==> src/rtl/aging_arbiter_pkg.sv <==
`timescale 1ns/1ps
package aging_arbiter_pkg;
   localparam int NUM_CLASS = 4;
   localparam int IDX_W     = $clog2(NUM_CLASS);

   // class positions in req/gnt and index encoding
   localparam int CLS_POSTED = 0;
   localparam int CLS_RESP   = 1;
   localparam int CLS_NONPST = 2;
   localparam int CLS_IDLE   = 3;

   // class examined at tie rank r (rank 0 wins ties)
   function automatic int class_at_rank(input int r);
      case (r)
         0:       return CLS_RESP;
         1:       return CLS_POSTED;
         2:       return CLS_NONPST;
         default: return CLS_IDLE;
      endcase
   endfunction
endpackage

==> src/rtl/aging_prio_cell.sv <==
`timescale 1ns/1ps
module aging_prio_cell #(
   parameter int                PRIO_W       = 4,
   parameter int                AGE_INTERVAL = 16,
   parameter logic [PRIO_W-1:0] RESET_VAL    = '0
) (
   input  logic              clk,
   input  logic              rst_n,
   input  logic              req,
   input  logic              gnt,
   input  logic [PRIO_W-1:0] start,
   output logic [PRIO_W-1:0] prio
);
   logic waiting;
   logic tick;

   assign waiting = req & ~gnt;

   generate
      if (AGE_INTERVAL < 1) begin : g_bad_interval
         $error("aging_prio_cell: AGE_INTERVAL must be at least 1");
      end
      if (PRIO_W < 1) begin : g_bad_width
         $error("aging_prio_cell: PRIO_W must be at least 1");
      end

      if (AGE_INTERVAL == 1) begin : g_every_cycle
         assign tick = waiting;
      end else begin : g_counted
         localparam int              CNT_W = $clog2(AGE_INTERVAL);
         localparam logic [CNT_W-1:0] LAST = CNT_W'(AGE_INTERVAL - 1);
         logic [CNT_W-1:0] cnt;

         always_ff @(posedge clk or negedge rst_n) begin
            if (!rst_n)          cnt <= '0;
            else if (gnt)        cnt <= '0;
            else if (waiting) begin
               if (cnt == LAST)  cnt <= '0;
               else              cnt <= cnt + 1'b1;
            end
         end

         assign tick = waiting && (cnt == LAST);

         assert_cnt_range_R5: assert property (@(posedge clk) disable iff (!rst_n)
            cnt <= LAST);
      end
   endgenerate

   always_ff @(posedge clk or negedge rst_n) begin
      if (!rst_n)                    prio <= RESET_VAL;
      else if (gnt)                  prio <= start;
      else if (tick && prio != '0)   prio <= prio - 1'b1;
   end

   assert_reload_R7: assert property (@(posedge clk) disable iff (!rst_n)
      gnt |=> prio == $past(start));
   assert_hold_R9: assert property (@(posedge clk) disable iff (!rst_n)
      !req |=> $stable(prio));
   assert_no_underflow_R6: assert property (@(posedge clk) disable iff (!rst_n)
      (waiting && prio == '0) |=> prio == '0);
   assert_age_step_R5: assert property (@(posedge clk) disable iff (!rst_n)
      (waiting && prio != '0) |=> (prio == $past(prio)) || (prio == $past(prio) - 1'b1));
endmodule

==> src/rtl/aging_pick.sv <==
`timescale 1ns/1ps
module aging_pick
   import aging_arbiter_pkg::*;
#(
   parameter int PRIO_W = 4
) (
   input  logic [NUM_CLASS-1:0]        req,
   input  logic [NUM_CLASS*PRIO_W-1:0] prio_flat,
   output logic [NUM_CLASS-1:0]        gnt,
   output logic [IDX_W-1:0]            gnt_idx
);
   always_comb begin
      logic              found;
      logic [PRIO_W-1:0] best;
      logic [PRIO_W-1:0] cand;
      int                win;
      found = 1'b0;
      best  = '1;
      win   = 0;
      for (int r = 0; r < NUM_CLASS; r++) begin
         cand = prio_flat[class_at_rank(r)*PRIO_W +: PRIO_W];
         if (req[class_at_rank(r)] && (!found || cand < best)) begin
            found = 1'b1;
            best  = cand;
            win   = class_at_rank(r);
         end
      end
      gnt     = '0;
      gnt_idx = '0;
      if (found) begin
         gnt[win] = 1'b1;
         gnt_idx  = IDX_W'(win);
      end
   end
endmodule

==> src/rtl/aging_arbiter.sv <==
`timescale 1ns/1ps
module aging_arbiter
   import aging_arbiter_pkg::*;
#(
   parameter int                          PRIO_W       = 4,
   parameter int                          AGE_INTERVAL = 16,
   parameter logic [NUM_CLASS*PRIO_W-1:0] RESET_PRIO   = 16'h4321
) (
   input  logic                        clk,
   input  logic                        rst_n,
   input  logic [NUM_CLASS*PRIO_W-1:0] cfg_prio,
   input  logic [NUM_CLASS-1:0]        req,
   output logic [NUM_CLASS-1:0]        gnt,
   output logic [IDX_W-1:0]            gnt_idx
);
   logic [NUM_CLASS*PRIO_W-1:0] prio_flat;

   generate
      for (genvar c = 0; c < NUM_CLASS; c++) begin : g_cell
         aging_prio_cell #(
            .PRIO_W       (PRIO_W),
            .AGE_INTERVAL (AGE_INTERVAL),
            .RESET_VAL    (RESET_PRIO[c*PRIO_W +: PRIO_W])
         ) u_cell (
            .clk   (clk),
            .rst_n (rst_n),
            .req   (req[c]),
            .gnt   (gnt[c]),
            .start (cfg_prio[c*PRIO_W +: PRIO_W]),
            .prio  (prio_flat[c*PRIO_W +: PRIO_W])
         );
      end
   endgenerate

   aging_pick #(.PRIO_W(PRIO_W)) u_pick (
      .req       (req),
      .prio_flat (prio_flat),
      .gnt       (gnt),
      .gnt_idx   (gnt_idx)
   );

   assert_onehot_R1: assert property (@(posedge clk) disable iff (!rst_n)
      $onehot0(gnt));
   assert_idle_zero_R1: assert property (@(posedge clk) disable iff (!rst_n)
      (req == '0) |-> (gnt == '0 && gnt_idx == '0));
   assert_idx_match_R1: assert property (@(posedge clk) disable iff (!rst_n)
      (gnt != '0) |-> gnt[gnt_idx]);
   assert_grant_req_R10: assert property (@(posedge clk) disable iff (!rst_n)
      (gnt & ~req) == '0);
   assert_some_grant_R2: assert property (@(posedge clk) disable iff (!rst_n)
      (req != '0) |-> (gnt != '0));
endmodule

==> config.mk <==
export PLATFORM = sky130hd
export DESIGN_NAME = aging_arbiter
export DESIGN_NICKNAME = d
export VERILOG_FILES = /design/src/rtl/aging_arbiter_pkg.sv /design/src/rtl/aging_prio_cell.sv /design/src/rtl/aging_pick.sv /design/src/rtl/aging_arbiter.sv
export SDC_FILE = /design/constraint.sdc
export NUM_CORES = 1
export LEC_CHECK = 0
export ABC_AREA = 1
export ABC_CLOCK_PERIOD_IN_PS = 11200
export BUFFER_PORTS_ARGS = -buffer_cell sky130_fd_sc_hd__buf_4
export CORE_MARGIN = 2
export CORE_UTILIZATION = 45
export DETAILED_ROUTE_END_ITERATION = 16
export PLACE_DENSITY = 0.7
export REMOVE_ABC_BUFFERS = 1
export SETUP_SLACK_MARGIN = 0.15
export SLEW_MARGIN = 20
export SYNTH_ARGS = -nofsm -noshare
export SYNTH_HDL_FRONTEND = slang
export SYNTH_HIERARCHICAL = 1
export SYNTH_SLANG_ARGS = --single-unit
==> constraint.sdc <==
create_clock -name clk -period 11.2 [get_ports clk]
set_clock_uncertainty 0.05 [all_clocks]
set_input_delay 1.12 -clock clk [delete_from_list [all_inputs] [get_ports clk]]
set_output_delay 1.12 -clock clk [all_outputs]
set_load 0.01 [all_outputs]
==> results of run 1 <==
==> area by class of cell <==
type / count / area share, %
clock buffers: 7 / 3.539
inverters: 45 / 6.204
multi-input cells: 256 / 49.95
flip-flops and latches: 32 / 29.64
well taps: 70 / 3.217
repair buffers: 27 / 7.445
==> logic make-up (layout without fill, tap and decap cells) <==
family / Yosys count / after routing / share of synthesized area, %
xor gates and xnor gates: 4 / 4 / 1.461
AOI/OAI and AO/OA: 47 / 47 / 10.54
adders and majority gates: 15 / 15 / 7.829
DFF: 32 / 32 / 33.66
buffers and inverters: 51 / 79 / 9.603
and+or+nand+nor: 190 / 190 / 36.90
==> final timing paths <==
check                                                  startpoint                                 to  cells past startpoint
worst max-delay path                                       req[1]                             gnt[1]                     30
worst min-delay path            g_cell[1].u_cell/g_counted.cnt[0]  g_cell[1].u_cell/g_counted.cnt[0]                      1
worst max register to register           g_cell[1].u_cell/prio[3]           g_cell[1].u_cell/prio[0]                     31
worst min register to register  g_cell[1].u_cell/g_counted.cnt[0]  g_cell[1].u_cell/g_counted.cnt[0]                      1
max in group asynchronous                                   rst_n           g_cell[2].u_cell/prio[0]                      1
min in group asynchronous                                   rst_n           g_cell[1].u_cell/prio[0]                      1
==> where the power goes <==
group	internal (mW)	switching [mW]
Sequential	0.172	0.0578
Clock	0.0547	0.0408
Combinational	0.147	0.223
==> placed cells by master, fill, tap and decap left out, drive strengths merged <==
master | netlist | layout
a21oi | 11 | 11
a22o | 4 | 4
buf | 6 | 27
clkbuf | 0 | 7
clkinv | 1 | 1
dfrtp | 27 | 27
dfstp | 5 | 5
ha | 15 | 15
inv | 44 | 44
nand2 | 103 | 103
nand3 | 49 | 49
nand4 | 4 | 4
nor2 | 29 | 29
nor3 | 4 | 4
o21ai | 31 | 31
o21bai | 1 | 1
or2 | 1 | 1
xor2 | 4 | 4
==> metal layers <==
layer,wire length (um),up-vias
met5,0,-
met4,55,0
met3,117,6
met2,2194,20
met1,2361,992
li1,-,1156
==> worst max-delay path, delay by kind of cell <==
| family | cells | cell delay (ns) |
|---|---|---|
| AO/OA/AOI/OAI | 3 | 0.41 |
| adder cells (fa/ha/maj) | 3 | 0.85 |
| buffers and inverters | 7 | 0.78 |
| AND/OR/NAND/NOR | 17 | 1.68 |
==> state kept, by name, indices dropped and copies added, names as in the netlist <==
| signal | cells |
|---|---|
| g_cell.u_cell/prio | 16 |
| g_cell.u_cell/g_counted.cnt | 16 |
==> metrics by stage <==
| step | util, % | hold WS, ns | std cells | cell area (sq um) |
|---|---|---|---|---|
| 3_3_place_gp | 51.10 | 0.4571 | 430 | 2626 |
| 3_5_place_dp | 51.10 | 0.4661 | 430 | 2626 |
| 6_report | 52.97 | 0.4701 | 437 | 2723 |
| 2_1_floorplan | - | 0.4359 | 333 | 2336 |
| 4_1_cts | 52.97 | 0.4739 | 437 | 2723 |
| 5_1_grt | 52.97 | 0.5042 | 437 | 2723 |
==> metrics.csv, run 1 <==
metric,value,unit
status,finished clean,
Core Area,5140,sq um
post-route setup slack,5.194,ns
normalized max-slew margin,53.39,%
Worst-Skew Late Latency,0.28,ns
final wirelength,4728,um
initial antenna violation count,0,
"area leader, netlist",dfrtp_1,
met3 Use GR,3.059,%
Fmax achieved,0.1665,GHz
Max VDD drop,0.0001091,V
global route hottest layer,met2,
Yosys reg bits,32,
Post-Synthesis Cells,339,
grt met2 use,28.16,%
"Seq/Total Area, Yosys",33.66,%
Pwr Density,255.3,nW/um^2
CTS Root Cell,clkbuf_8,
Final #Nets,404,
"slowest stage delay, CP",0.56,ns
fill count,560,
gr usage total,17.23,%
Synth top area share,28.18,%
synth cell count leaders,"nand2_1 (91), nand3_1 (43), inv_1 (42), o21ai_0 (31), dfrtp_1 (27)",
floorplan row count,26,
CP Launch Type,primary input,
Initial Utilization,46.64,%
Ports,28,
Synth Flop Type,dfrtp_1,
diode count,0,
clock transition at the registers of the reported paths,0.06,ns
top-count cell post-synth,nand2_1,
leakage power,1.385,nW
CP Class,in2out,
H-tree depth,2,
synthesis-to-finish area growth,13.57,%
share of cells above drive strength 1,17.98,%
Post-synth EDFFs,0,
final worst-path cycle share,53.63,%
clk sink count,32,
Synth warnings,6,
hold_buf cts,0,
Longest Clk Path Bufs,2,
Die H,76.99,um
"critical path fanouts, max",14,
"Remaining Overflow, GRT",0,
measured slew at the worst slew-check pin,0.6966,ns
Initial DRT Pass Iterations,4,
number of global-route vias before repair,1987,
Final Slew Violations,0,
TritonCTS Buffers,5,
"most used cell, CP",nand2_1,
met1 GRT Util,23.00,%
Die Area,5927,sq um
Initial DRC Count,92,
Setup crit end kind,primary output,
pre-CTS setup slack,5.187,ns
Final setup viols,0,
Worst Hold Class,reg2reg,
syn avg cell area,7.072,sq um
Port Buf Inserts,27,
"Distinct cells, synth",24,
setup TNS,0,ns
RSZ-0062 raised after global routing,false,
post-cts resize count,0,
Post-CTS Setup Bufs,0,
final hold vios,0,
DR DRC count,0,
vias,2174,
largest net degree at the start of global routing,33,
total power,0.6950,mW
RD Place Congestion,0.8519,
minimum clock period,6.006,ns
Netlist Area Pre-Place,2397,sq um
Die Wd,76.99,um
wire per inst,10.82,um
Synth area leaders,"dfrtp_1 (28%), nand2_1 (14%), nand3_1 (9.0%), ha_1 (7.8%), inv_1 (6.6%)",
WP data required,10.03,ns
Max-Cap Viols,0,
CP Data Arrival Time,4.84,ns
"antenna viol nets, final",0,
area occupied by multi-input gates,1360,sq um
Sequential cell area,807.0,sq um
wire length of the first global-routing pass,8431,um
CTS tree,yes,
async set or reset register ratio after synthesis,100.0,%
Crit-path slowest cell,nor2_1,
R2R Setup Slk,6.91,ns
Vias/cell,4.975,
DP HPWL,3573,um
No activity file was read; power rests on OpenSTA's default activity.
==> run 2: changes to the inputs <==
--- a/config.mk
+++ b/config.mk
@@ -6,7 +6,7 @@
 export NUM_CORES = 1
 export LEC_CHECK = 0
 export ABC_AREA = 1
-export ABC_CLOCK_PERIOD_IN_PS = 11200
+export ABC_CLOCK_PERIOD_IN_PS = 6000
 export BUFFER_PORTS_ARGS = -buffer_cell sky130_fd_sc_hd__buf_4
 export CORE_MARGIN = 2
 export CORE_UTILIZATION = 45
==> constraint.sdc (replaced) <==
create_clock -name clk -period 6 [get_ports clk]
set_clock_uncertainty 0.05 [all_clocks]
set_input_delay 0.6 -clock clk [delete_from_list [all_inputs] [get_ports clk]]
set_output_delay 0.6 -clock clk [all_outputs]
set_load 0.01 [all_outputs]
==> run 2 against run 1 <==
Against the previous run:
- first-iteration DRC count rose by 55%
- global-route usage fell by 0.16 points
- register-to-register slack got worse by 5.2 ns
- sequential share of layout area rose by 0.068 points
- worst hold slack got worse by 0.27 ns
- via count rose by 0.51%
- combinational power rose by 87%
- count of clock-buffer cells in the layout rose by 1
- largest cell class unchanged
==> metrics.csv, run 2 (synthesis results as in run 1) <==
metric,value,unit
Ports,28,
Initial Utilization,46.64,%
Clock power frac,13.4,%
Max VDD drop,0.0001993,V
Max-Cap Viols,0,
CTS Root Cell,clkbuf_8,
synthesis-to-finish area growth,13.31,%
Die Area,5927,sq um
Die H,76.99,um
status,finished clean,
CP Launch Type,primary input,
P_sw,0.6024,mW
Final Util,52.85,%
Pwr Density,475.5,nW/um^2
wire per inst,10.75,um
vias,2185,
Core Area,5140,sq um
Port Buf Inserts,27,
"Remaining Overflow, GRT",0,
minimum clock period,5.010,ns
Post-CTS Setup Bufs,0,
CTS tree,yes,
measured slew at the worst slew-check pin,0.6991,ns
Die Wd,76.99,um
hold_buf cts,0,
Worst Hold Class,in2async,
Final #Nets,404,
total power,1.292,mW
Initial DRT Pass Iterations,5,
"slowest stage delay, CP",0.56,ns
number of global-route vias before repair,1968,
RD Place Congestion,0.8265,
DP HPWL,3574,um
Crit-path slowest cell,nor2_1,
diode count,0,
"antenna viol nets, final",0,
Longest Clk Path Bufs,2,
Vias/cell,4.989,
leakage power,1.380,nW
largest net degree at the start of global routing,33,
final wirelength,4710,um
clk sink count,32,
final worst-path cycle share,83.50,%
"most common cell after layout, fill and taps aside",nand2_1,
Flop pwr share,33.1,%
share of cells above drive strength 1,17.66,%
TritonCTS Buffers,5,
DR DRC count,0,
normalized max-slew margin,53.22,%
Setup crit end kind,primary output,
logic gate share of total power,53.6,%
post-cts resize count,0,
clock transition at the registers of the reported paths,0.07,ns
CP Class,in2out,
Worst-Skew Late Latency,0.29,ns
Final setup viols,0,
Initial DRC Count,143,
gr usage total,17.07,%
RSZ-0062 raised after global routing,false,
H-tree depth,2,
setup TNS,0,ns
Pint,0.6892,mW
final hold vios,0,
Fmax achieved,0.1996,GHz
WP data required,5.35,ns
Switching Share,46.64,%
initial antenna violation count,0,
Regs by FF count,"g_cell.u_cell/g_counted.cnt (16), g_cell.u_cell/prio (16)",
"most used cell, CP",nand2_1,
Final Slew Violations,0,
CP Data Arrival Time,4.36,ns
most frequent cells in the layout,"nand2_1 (91), nand3_1 (43), inv_1 (42)",
"critical path fanouts, max",14,
wire length of the first global-routing pass,8293,um
floorplan row count,26,
fill count,529,
run 2: cell count changes in the layout (fill, tap and decap cells not counted), sizes merged:
cell    delta
clkbuf     +1
run 2: metal layers:
metal / GRT usage (%) / vias up / part of all wire, %
li1: - / 1154 / -
met1: 21.98 / 989 / 49
met2: 27.81 / 34 / 45
met3: 3.647 / 8 / 3.8
met4: 7.143 / 0 / 1.6
met5: 0 / - / 0
run 2: stage by stage:
step | cells | cell area [sq um] | setup slack [ns] | hold WS, ns
floorplan | 333 | 2336 | 1.862 | 0.2544
global placement | 430 | 2626 | 1.074 | 0.4628
detailed placement | 430 | 2626 | 0.9901 | 0.4728
CTS | 438 | 2716 | 0.9799 | 0.2144
global route | 438 | 2716 | 0.5110 | 0.2282
finish | 438 | 2716 | 0.9897 | 0.1960
run 2: power groups by stage:
stage | clock network [mW] | registers, mW | logic (mW)
detailed placement | 0 | 0.431 | 0.693
global placement | 0 | 0.430 | 0.678
CTS | 0.179 | 0.427 | 0.697
global route | 0.186 | 0.442 | 0.811
finish | 0.173 | 0.427 | 0.692
floorplan | 0 | 0.402 | 0.541
run 2: final cells by class:
cell class | instances | area [sq um] | area share, %
timing repair buffer | 27 | 202.7 | 7.462
inverter | 45 | 168.9 | 6.218
clock buffer | 8 | 90.09 | 3.316
sequential | 32 | 807.0 | 29.71
multi-input combinational | 256 | 1360 | 50.07
tap | 70 | 87.58 | 3.224
run 2: critical path, delay by kind of cell:
| kind | cells | cell delay, ns |
|---|---|---|
| adder cells (fa/ha/maj) | 3 | 0.85 |
| AND/OR/NAND/NOR | 17 | 1.68 |
| AO/OA/AOI/OAI | 3 | 0.45 |
| buffers and inverters | 7 | 0.79 |
run 2: final timing paths:
kind                                                        start                           endpoint  slack (ns)  cells after the start
worst max-delay path                                       req[1]                             gnt[1]        0.99                     30
max in group asynchronous                                   rst_n           g_cell[3].u_cell/prio[2]        5.36                      1
worst min-delay path                                        rst_n           g_cell[1].u_cell/prio[0]        0.20                      1
worst min register to register  g_cell[0].u_cell/g_counted.cnt[0]  g_cell[0].u_cell/g_counted.cnt[0]        0.48                      1
worst max register to register           g_cell[1].u_cell/prio[3]           g_cell[1].u_cell/prio[0]        1.68                     30
min in group clk                g_cell[0].u_cell/g_counted.cnt[0]  g_cell[0].u_cell/g_counted.cnt[0]        0.48                      1
